**config.mk**
```make
export PLATFORM = sky130hd
export DESIGN_NAME = vvx_xlate
export DESIGN_NICKNAME = d
export VERILOG_FILES = /design/src/rtl/vvx_pkg.sv /design/src/rtl/vvx_view_decode.sv /design/src/rtl/vvx_lane_pack.sv /design/src/rtl/vvx_dirty_cmp.sv /design/src/rtl/vvx_xlate.sv
export SDC_FILE = /design/constraint.sdc
export NUM_CORES = 1
export LEC_CHECK = 0
export ABC_CLOCK_PERIOD_IN_PS = 4900
export BUFFER_PORTS_ARGS = -buffer_cell sky130_fd_sc_hd__buf_2
export CAP_MARGIN = 25
export CORE_MARGIN = 2
export CORE_UTILIZATION = 50
export DETAILED_ROUTE_END_ITERATION = 16
export PLACE_DENSITY = 0.84
export SYNTH_ARGS = -nofsm -noshare
export SYNTH_HDL_FRONTEND = slang
export SYNTH_HIERARCHICAL = 1
export SYNTH_SLANG_ARGS = --single-unit
```
**constraint.sdc**
```tcl
create_clock -name clk -period 4.9 [get_ports clk]
set_clock_uncertainty 0.05 [all_clocks]
set_input_delay 0 -clock clk [delete_from_list [all_inputs] [get_ports clk]]
set_output_delay 0 -clock clk [all_outputs]
set_load 0.1 [all_outputs]
```
**src/rtl/vvx_pkg.sv**
```systemverilog
package vvx_pkg;
  typedef enum logic [1:0] {
    VIEW_LIN = 2'b00,
    VIEW_BGR = 2'b01,
    VIEW_I16 = 2'b10,
    VIEW_PLN = 2'b11
  } view_e;

  typedef enum logic [1:0] {
    SZ_BYTE = 2'b00,
    SZ_HALF = 2'b01,
    SZ_WORD = 2'b10,
    SZ_RSV  = 2'b11
  } size_e;

  typedef struct packed {
    logic rd_go;
    logic wr_go;
    logic rzero;
    logic rvalid;
    logic err;
    logic word;
  } acc_s;
endpackage

```
**src/rtl/vvx_view_decode.sv**
```systemverilog
module vvx_view_decode
  import vvx_pkg::*;
#(
  parameter int ADDR_W = 26,
  parameter int OFF_W  = 23
) (
  input  logic [ADDR_W-1:0] addr,
  input  logic [1:0]        size,
  input  logic              rd,
  input  logic              wr,
  output logic [OFF_W-1:0]  off,
  output acc_s              acc
);
  localparam int SEL_MSB = ADDR_W - 3;

  view_e view;
  logic  is_byte, is_word;
  logic [OFF_W-1:0] off_lin, off_i16, off_pln;

  assign view    = view_e'(addr[ADDR_W-1 -: 2]);
  assign is_byte = (size_e'(size) == SZ_BYTE);
  assign is_word = (size_e'(size) == SZ_WORD) && (addr[1:0] == 2'b00);

  assign off_lin = addr[OFF_W-1:0];
  assign off_i16 = {addr[OFF_W-2:0], 1'b0} + OFF_W'(addr[SEL_MSB]);
  assign off_pln = {addr[OFF_W-3:0], 2'b00} + OFF_W'(addr[SEL_MSB -: 2]);

  always_comb begin
    unique case (view)
      VIEW_I16: off = off_i16;
      VIEW_PLN: off = off_pln;
      default:  off = off_lin;
    endcase
  end

  always_comb begin
    acc      = '0;
    acc.word = is_word;
    if (rd && wr) begin
      acc.err = 1'b1;
    end else if (wr) begin
      if (view == VIEW_LIN && (is_byte || is_word)) acc.wr_go = 1'b1;
      else                                          acc.err   = 1'b1;
    end else if (rd) begin
      acc.rvalid = 1'b1;
      unique case (view)
        VIEW_LIN: begin
          if (is_byte || is_word) acc.rd_go = 1'b1;
          else begin acc.err = 1'b1; acc.rzero = 1'b1; end
        end
        VIEW_BGR: begin
          acc.rzero = 1'b1;
          acc.err   = !(is_byte || is_word);
        end
        default: begin
          if (is_byte) acc.rd_go = 1'b1;
          else begin acc.err = 1'b1; acc.rzero = 1'b1; end
        end
      endcase
    end
  end

  always_comb begin
    if (rd && wr) assert (!acc.rd_go && !acc.wr_go);
  end
endmodule

```
**src/rtl/vvx_lane_pack.sv**
```systemverilog
module vvx_lane_pack #(
  parameter int DATA_W = 32,
  localparam int NLANE = DATA_W / 8,
  localparam int LW    = $clog2(NLANE)
) (
  input  logic [LW-1:0]     wr_lane,
  input  logic              wr_word,
  input  logic [DATA_W-1:0] wdata,
  output logic [NLANE-1:0]  be,
  output logic [DATA_W-1:0] wdata_mem,
  input  logic [LW-1:0]     rd_lane,
  input  logic              rd_word,
  input  logic              rd_zero,
  input  logic [DATA_W-1:0] rdata_mem,
  output logic [DATA_W-1:0] rdata_host
);
  logic [7:0] lane_b [NLANE];
  logic [7:0] rbyte;

  for (genvar g = 0; g < NLANE; g++) begin : g_lane
    assign be[NLANE-1-g] = wr_word || (wr_lane == LW'(g));
    assign wdata_mem[DATA_W-1-8*g -: 8] = wr_word ? wdata[DATA_W-1-8*g -: 8]
                                                  : wdata[7:0];
    assign lane_b[g] = rdata_mem[DATA_W-1-8*g -: 8];
  end

  assign rbyte = lane_b[rd_lane];

  always_comb begin
    if (rd_zero)      rdata_host = '0;
    else if (rd_word) rdata_host = rdata_mem;
    else              rdata_host = {{(DATA_W-8){1'b0}}, rbyte};
  end
endmodule

```
**src/rtl/vvx_dirty_cmp.sv**
```systemverilog
module vvx_dirty_cmp #(
  parameter int OFF_W = 23,
  parameter int DIM_W = 12,
  localparam int LIM_W = 2 * DIM_W + 2
) (
  input  logic [OFF_W-1:0] off,
  input  logic [DIM_W-1:0] fb_w,
  input  logic [DIM_W-1:0] fb_h,
  output logic             hit
);
  logic [2*DIM_W-1:0] area;
  logic [LIM_W-1:0]   limit;

  assign area  = fb_w * fb_h;
  assign limit = {area, 2'b00};
  assign hit   = LIM_W'(off) < limit;
endmodule

```
**src/rtl/vvx_xlate.sv**
```systemverilog
module vvx_xlate
  import vvx_pkg::*;
#(
  parameter int VRAM_BYTES = 8 * 1024 * 1024,
  parameter int DIM_W      = 12,
  localparam int ADDR_W    = 26,
  localparam int DATA_W    = 32,
  localparam int NLANE     = DATA_W / 8,
  localparam int LW        = $clog2(NLANE),
  localparam int OFF_W     = $clog2(VRAM_BYTES)
) (
  input  logic              clk,
  input  logic              rst_n,
  input  logic [ADDR_W-1:0] host_addr,
  input  logic              host_rd,
  input  logic              host_wr,
  input  logic [1:0]        host_size,
  input  logic [DATA_W-1:0] host_wdata,
  input  logic [DIM_W-1:0]  fb_width,
  input  logic [DIM_W-1:0]  fb_height,
  input  logic [DATA_W-1:0] mem_rdata,
  output logic [OFF_W-1:0]  mem_off,
  output logic              mem_re,
  output logic              mem_we,
  output logic [NLANE-1:0]  mem_be,
  output logic [DATA_W-1:0] mem_wdata,
  output logic [DATA_W-1:0] host_rdata,
  output logic              host_rvalid,
  output logic              dirty,
  output logic              err
);
  logic [1:0] rst_sync;
  logic       rst_q_n;

  always_ff @(posedge clk or negedge rst_n) begin
    if (!rst_n) rst_sync <= 2'b00;
    else        rst_sync <= {rst_sync[0], 1'b1};
  end
  assign rst_q_n = rst_sync[1];

  logic [OFF_W-1:0]  off_d;
  acc_s              acc_d;
  logic              hit_d;
  logic [NLANE-1:0]  be_d;
  logic [DATA_W-1:0] wdat_d;
  logic              load_en;

  logic              word_q, zero_q;

  vvx_view_decode #(.ADDR_W(ADDR_W), .OFF_W(OFF_W)) u_dec (
    .addr (host_addr), .size (host_size), .rd (host_rd), .wr (host_wr),
    .off  (off_d),     .acc  (acc_d)
  );

  vvx_dirty_cmp #(.OFF_W(OFF_W), .DIM_W(DIM_W)) u_dirty (
    .off (off_d), .fb_w (fb_width), .fb_h (fb_height), .hit (hit_d)
  );

  vvx_lane_pack #(.DATA_W(DATA_W)) u_pack (
    .wr_lane    (off_d[LW-1:0]), .wr_word (acc_d.word), .wdata (host_wdata),
    .be         (be_d),          .wdata_mem (wdat_d),
    .rd_lane    (mem_off[LW-1:0]), .rd_word (word_q), .rd_zero (zero_q),
    .rdata_mem  (mem_rdata),     .rdata_host (host_rdata)
  );

  // next-state for the pulse outputs
  logic re_d, we_d, rv_d, err_d, dirty_d;
  always_comb begin
    load_en = host_rd || host_wr;
    re_d    = acc_d.rd_go;
    we_d    = acc_d.wr_go;
    rv_d    = acc_d.rvalid;
    err_d   = acc_d.err;
    dirty_d = acc_d.wr_go && hit_d;
  end

  always_ff @(posedge clk or negedge rst_q_n) begin
    if (!rst_q_n) begin
      mem_re      <= 1'b0;
      mem_we      <= 1'b0;
      host_rvalid <= 1'b0;
      err         <= 1'b0;
      dirty       <= 1'b0;
    end else begin
      mem_re      <= re_d;
      mem_we      <= we_d;
      host_rvalid <= rv_d;
      err         <= err_d;
      dirty       <= dirty_d;
    end
  end

  always_ff @(posedge clk or negedge rst_q_n) begin
    if (!rst_q_n) begin
      mem_off   <= '0;
      mem_be    <= '0;
      mem_wdata <= '0;
      word_q    <= 1'b0;
      zero_q    <= 1'b0;
    end else if (load_en) begin
      mem_off   <= off_d;
      mem_be    <= be_d;
      mem_wdata <= wdat_d;
      word_q    <= acc_d.word;
      zero_q    <= acc_d.rzero;
    end
  end

  AST_DIRTY_NEEDS_WRITE: assert property (@(posedge clk) disable iff (!rst_q_n)
    dirty |-> mem_we);
  AST_ERR_NO_ACCESS: assert property (@(posedge clk) disable iff (!rst_q_n)
    err |-> (!mem_we && !mem_re));
  AST_NO_RD_AND_WR: assert property (@(posedge clk) disable iff (!rst_q_n)
    !(mem_re && mem_we));
  AST_BE_SHAPE: assert property (@(posedge clk) disable iff (!rst_q_n)
    mem_we |-> ($countones(mem_be) == 1 || mem_be == '1));
  AST_LIN_WRITE_OFF: assert property (@(posedge clk) disable iff (!rst_q_n)
    mem_we |-> (mem_off == $past(host_addr[OFF_W-1:0])));
  AST_READ_NEEDS_STROBE: assert property (@(posedge clk) disable iff (!rst_q_n)
    host_rvalid |-> $past(host_rd));
endmodule

```
# Yosys cells after proc, flatten, opt, wreduce, memory -nomap -nowiden
# Cells that the tools add are included.
dict set report op_classes {
  n_addsub 2
  mul 1
  magnitude_cmp 2
  n_eq_ne 7
  mux 26
  bitwise_logic 1
  reduce_logical 15
}
# operator n
set op_table {}
lappend op_table {{32-bit two-way mux} 2}
lappend op_table {{23-bit one-hot mux with 2 select lines} 1}
lappend op_table {{8-bit two-way mux} 5}
lappend op_table {{23-bit by 26-bit < comparator with 1-bit output} 1}
lappend op_table {{12-bit by 12-bit multiplier with 24-bit output} 1}
lappend op_table {{23-bit by 1-bit adder with 23-bit output} 1}
lappend op_table {{23-bit by 2-bit adder with 23-bit output} 1}
lappend op_table {{8-bit binary-select mux with 2-bit select} 1}
lappend op_table {{1-bit two-way mux} 11}
lappend op_table {{2-bit equality test (second input constant)} 5}
lappend op_table {{2-bit zero test} 4}
lappend op_table {{1-bit logical OR} 6}
lappend op_table {{1-bit one-hot mux with 2 select lines} 3}
lappend op_table {{2-bit by 1-bit equality test with 1-bit output (second input constant)} 2}
lappend op_table {{1-bit logical AND} 4}
lappend op_table {{4-bit two-way mux} 1}
lappend op_table {{3-bit >= comparator (second input constant)} 1}
lappend op_table {{3-bit two-way mux} 1}
lappend op_table {{2-bit inverter with 3-bit output} 1}
lappend op_table {{2-bit two-way mux} 1}
lappend op_table {{1-bit zero test} 1}
dict set report totals {
  register_bits 68
  inputBits 120
  word_cells 65
}

# Longest topological paths before layout
dict set report logic_depth {
  ltp_word 9
  mapped_depth 29
  depth_no_buf 28
}

# Cells and area by module
# The synthesis kept the hierarchy.
# module n_inst cells_per_inst area_each_um2 seq_area_each_um2
set by_module_without_submodules {}
lappend by_module_without_submodules {vvx_dirty_cmp 1 625 5181.2 0.0}
lappend by_module_without_submodules {vvx_xlate 1 138 2466.1 1701.6}
lappend by_module_without_submodules {vvx_lane_pack 1 130 755.7 0.0}
lappend by_module_without_submodules {vvx_view_decode 1 91 596.8 0.0}

# Least setup slack after synthesis
# OpenSTA, ideal clock, no wires.
dict set report synth_path {
  kind {input-to-reg}
  startpoint {in fb_height[5]}
  endpoint {reg dirty}
  setup_ns 0.119
  t_arrival_ns 5.694
  required_time_ns 4.731
  slack_ns -0.963
  path_stages 26
  n_path_buf 1
  cell_sequence {clkbuf_1 > nand2_1 > fa_1 > fa_1 > inv_1 > ha_1 > fa_1 > inv_1 > fa_1 > inv_1 > ha_1 > a211oi_2 > o22ai_1 > a21oi_2 > nor2b_2 > a2111oi_2 > nor2_1 > xnor2_1 > ha_1 > and3_1 > nand3_1 > nor3_1 > a221oi_1 > a221oi_1 > nand4_1 > and2_1}
}
dict set report synth_via {
  elab_chain_len 3
}
# element line
set synth_lines {}
lappend synth_lines {{from (decl)} vvx_xlate.sv:20} ;# input logic [DIM_W-1:0] fb_height,
lappend synth_lines {{12-bit by 12-bit multiplier with 24-bit output} vvx_dirty_cmp.sv:14} ;# assign area = fb_w * fb_h;
lappend synth_lines {{23-bit by 26-bit < comparator with 1-bit output} vvx_dirty_cmp.sv:16} ;# assign hit = LIM_W'(off) < limit;
lappend synth_lines {{net hit_d} vvx_xlate.sv:43} ;# logic hit_d;
lappend synth_lines {{1-bit logical AND} vvx_xlate.sv:74} ;# dirty_d = acc_d.wr_go && hit_d;
lappend synth_lines {{net dirty_d} vvx_xlate.sv:67} ;# logic re_d, we_d, rv_d, err_d, dirty_d;
lappend synth_lines {{to (signal assigned)} vvx_xlate.sv:89} ;# dirty <= dirty_d;
lappend synth_lines {{to (decl)} vvx_xlate.sv:29} ;# output logic dirty,
# The timed path passes the listed nets, and every way through them passes these cells.
# A chain may end at the register's enable or synchronous reset.

# Final worst setup path
dict set report layout_path {
  startpoint {in fb_width[6]}
  endpoint {reg dirty}
}
dict set report layout_via {
  elab_chain_len 3
}
# element line
set layout_lines {}
lappend layout_lines {{from (decl)} vvx_xlate.sv:19} ;# input logic [DIM_W-1:0] fb_width,
lappend layout_lines {{12-bit by 12-bit multiplier with 24-bit output} vvx_dirty_cmp.sv:14}
lappend layout_lines {{23-bit by 26-bit < comparator with 1-bit output} vvx_dirty_cmp.sv:16}
lappend layout_lines {{net hit_d} vvx_xlate.sv:43}
lappend layout_lines {{1-bit logical AND} vvx_xlate.sv:74}
lappend layout_lines {{net dirty_d} vvx_xlate.sv:67}
# The timed path passes the listed nets, and every way through them passes these cells.

==> run metrics <==
outcome=finished, violations left; violated checks=setup timing; detailed-route wire length=24,600 um; Skew-Pair Late Insertion Delay=0.33 ns; Reg clk slew, reported paths=0.06 ns; path type of the worst min-delay path=in2reg; Buf+Inv Stages, Crit Path=4; peak ir drop on the vdd network=0.415 mV; count of nets left with antenna violations after detail routing=0; met3 usage=4.75%; cell area after synthesis=0.00900 mm^2; post-detailed-route via-to-cell ratio=5.31; gr busiest metal=met2; final standard cell utilization of the core=65.3%; largest net degree at the start of global routing=52; static leakage power=6.13 nW; clock tree from TritonCTS=yes; Storage cell area=0.00170 mm^2; number of antenna violations at the first check in global routing=2; worst-case headroom to the max-slew limit=46.8%; cell area power density=592 mW/mm^2; area share of the largest cell type after synthesis=22.2%; final std cell area, no fill=0.0117 mm^2; post-synthesis sequential element count=68; Max stage delay cell, worst path=sky130_fd_sc_hd__fa_1; first-pass GRT wire length=40,900 um; Placement Cell Area=0.0109 mm^2; delay of the slowest cell on the worst path=0.54 ns; boundary pin count=216; EDFF count, synth=0; Sink Count=68; least setup slack across all paths after layout=-0.481 ns; count of unique library cells instantiated by Yosys=59; RSZ-0062 raised after global routing=yes; CP top delay family=adder cells; Most Frequent Cell on Critical Path=sky130_fd_sc_hd__fa_1; gpl congestion=0.940; Achievable Freq=186 MHz; Starting Density=50.4%; setup tns final=-0.481 ns; smallest hold slack=0.0683 ns; Tmin final=5.38 ns; register area share after synthesis=18.9%; met1 track demand over resource=30.9%; worst slack at placement=-0.966 ns; average size of a mapped cell=9.15 um^2; total via count in the routed design=8,061; number of buffer cells added on primary ports=215; ys flop type=sky130_fd_sc_hd__dfrtp_1; final period utilization=110%; fraction of layout cells with a size suffix above 1=33.1%; nature of the critical path endpoint=register; area of the multi-input gates=0.00667 mm^2; average routed wire per standard cell=16.2 um; Die Y-Extent=138 um; max-cap violation count=0; Die X-Extent=138 um; Final #Nets=1,583; total count of hold-check failures in the final report=0; synth warn=6; clock tree root buffer cell=sky130_fd_sc_hd__clkbuf_16; total grt overflow=0; net count of the mapped netlist=1,286; number of buffers created by CTS=9; Synth async-reset ratio=100%; transition time of the tightest slew-check pin=0.798 ns; library cell with the largest summed area after synthesis=sky130_fd_sc_hd__fa_1; crit path DAT=5.55 ns; DR pass1 iterations=5; Max Buffers Root-to-Sink=2; critical path start-end classification=in2reg; row count=49; number of standard cells after synthesis=984; main area contributors after synthesis=sky130_fd_sc_hd__fa_1 22%, sky130_fd_sc_hd__dfrtp_1 19%, sky130_fd_sc_hd__ha_1 11%, sky130_fd_sc_hd__mux2_2 7.0%, sky130_fd_sc_hd__nand2_1 6.1%; post-CTS setup buffer count=0; area of the die=0.0191 mm^2; Filler Cells Inserted=1,410; category of the worst setup path launch point=primary input; total core area=0.0178 mm^2; global routing met2 resource utilization=46.9%; fin. max-slew vios=0; setup-violating endpoint count in the final report=1; H-tree lvl count=3; final routed DRC violation total=0; first-iteration detailed-routing DRC count=405; area overhead of the layout relative to synthesis=29.5%; Total GRT Usage=26.1%; required time reported for the critical path endpoint=5.07 ns; total half-perimeter wirelength after legalization and detailed placement=19,400 um; via count of the first global-routing pass=8,489; largest fanout on the critical path=8
## registers in the layout, summed over array words and instances, names as in the netlist
name,count
mem_wdata,32
mem_off,23
mem_be,4
rst_sync,2
dirty,1
err,1
host_rvalid,1
mem_re,1
mem_we,1
word_q,1
zero_q,1
## through the flow
stage,std cells,total power [mW]
4_1_cts,1515,6.89
3_5_place_dp,1460,6.07
5_1_grt,1517,7.58
2_1_floorplan,984,4.51
6_report,1517,6.90
3_3_place_gp,1460,5.91
## metal layers
metal / wire length (um) / vias to the layer above / share of wire [%]
li1: - / 3732 / -
met1: 9460 / 3967 / 39
met2: 13000 / 291 / 53
met3: 1290 / 71 / 5.2
met4: 840 / 0 / 3.4
met5: 0 / - / 0
## tightest hold or removal path, cell delays in order
cell	delay (ns)
sky130_fd_sc_hd__buf_2	0.10
sky130_fd_sc_hd__o21ai_0	0.11
sky130_fd_sc_hd__nand2_1	0.10
sky130_fd_sc_hd__a21bo_1	0.10
## Yosys cell counts (8+ instances only)
cell type	count
sky130_fd_sc_hd__nand2b_1	12
sky130_fd_sc_hd__nor2b_1	9
sky130_fd_sc_hd__clkbuf_1	27
sky130_fd_sc_hd__nand2_1	147
sky130_fd_sc_hd__buf_4	13
sky130_fd_sc_hd__inv_1	140
sky130_fd_sc_hd__a21oi_1	46
sky130_fd_sc_hd__ha_1	82
sky130_fd_sc_hd__xnor2_1	9
sky130_fd_sc_hd__and2_1	82
sky130_fd_sc_hd__buf_2	8
sky130_fd_sc_hd__o21ai_0	14
sky130_fd_sc_hd__mux2_2	56
sky130_fd_sc_hd__nor2_1	42
sky130_fd_sc_hd__fa_1	100
sky130_fd_sc_hd__a21o_1	8
sky130_fd_sc_hd__dfrtp_1	68
sky130_fd_sc_hd__xor2_1	9
sky130_fd_sc_hd__mux2i_1	31
## power by group
| group | switching (mW) | internal, mW |
|---|---|---|
| registers | 0.0414 | 0.617 |
| clock network | 0.264 | 0.449 |
| logic | 2.99 | 2.54 |
| total | 3.29 | 3.61 |
## final timing paths
kind,slack [ns],depth (start not counted),start,end
min reg2reg,0.27,0,rst_sync[1],mem_wdata[18]
min,0.07,4,host_size[1],err
max,-0.48,26,fb_width[6],dirty
max in group asynchronous,3.58,1,rst_sync[1],mem_off[4]
max reg2reg,3.58,1,rst_sync[1],mem_off[4]
min in group asynchronous,0.27,0,rst_sync[1],mem_wdata[18]
## cells in the final DEF, fill, tap and decap left out, types with 6 or more instances in the layout
| cell | count |
|---|---|
| sky130_fd_sc_hd__mux2i_1 | 31 |
| sky130_fd_sc_hd__a21oi_1 | 43 |
| sky130_fd_sc_hd__mux2_2 | 56 |
| sky130_fd_sc_hd__and2_1 | 75 |
| sky130_fd_sc_hd__buf_2 | 208 |
| sky130_fd_sc_hd__nand2_1 | 144 |
| sky130_fd_sc_hd__a21o_1 | 8 |
| sky130_fd_sc_hd__clkbuf_16 | 9 |
| sky130_fd_sc_hd__nor2_1 | 41 |
| sky130_fd_sc_hd__buf_4 | 92 |
| sky130_fd_sc_hd__xnor2_1 | 9 |
| sky130_fd_sc_hd__o21ai_0 | 11 |
| sky130_fd_sc_hd__nor2b_1 | 9 |
| sky130_fd_sc_hd__xor2_1 | 9 |
| sky130_fd_sc_hd__and2_4 | 8 |
| sky130_fd_sc_hd__fa_1 | 97 |
| sky130_fd_sc_hd__ha_1 | 74 |
| sky130_fd_sc_hd__a221o_1 | 6 |
| sky130_fd_sc_hd__inv_1 | 136 |
| sky130_fd_sc_hd__nand2b_1 | 12 |
| sky130_fd_sc_hd__dfrtp_1 | 67 |
| sky130_fd_sc_hd__ha_4 | 8 |
| sky130_fd_sc_hd__dlygate4sd3_1 | 39 |
## area by class of cell
cell class                 instances  share of cell area (%)
timing repair buffer             341                    18.4
inverter                         140                    4.51
tap                              229                    2.46
multi-input combinational        721                    57.2
clock inverter                     7                   0.859
sequential                        68                    14.6
antenna                            2                  0.0429
clock buffer                       9                    1.93
## logic make-up (layout without fill, tap and decap cells)
kind of cell	count (synthesis)	count (layout)	synth area share [%]
AND/OR/NAND/NOR	324	324	17.6
other	1	3	0.0417
multiplexers	92	92	11.1
XOR/XNOR	18	18	1.75
buffers and inverters	195	497	9.37
flip-flops	68	68	18.9
adder cells (fa/ha/maj)	182	182	33.6
AO/OA/AOI/OAI	104	104	7.59
## what timing repair did
item	4_1_cts	5_1_grt
pin swaps	3	3
hold buffers	39	0
resized for setup	14	2
hold endpoints to repair	38	0
endpoints found under the setup margin	1	1
(Power assumes the default switching activity.)
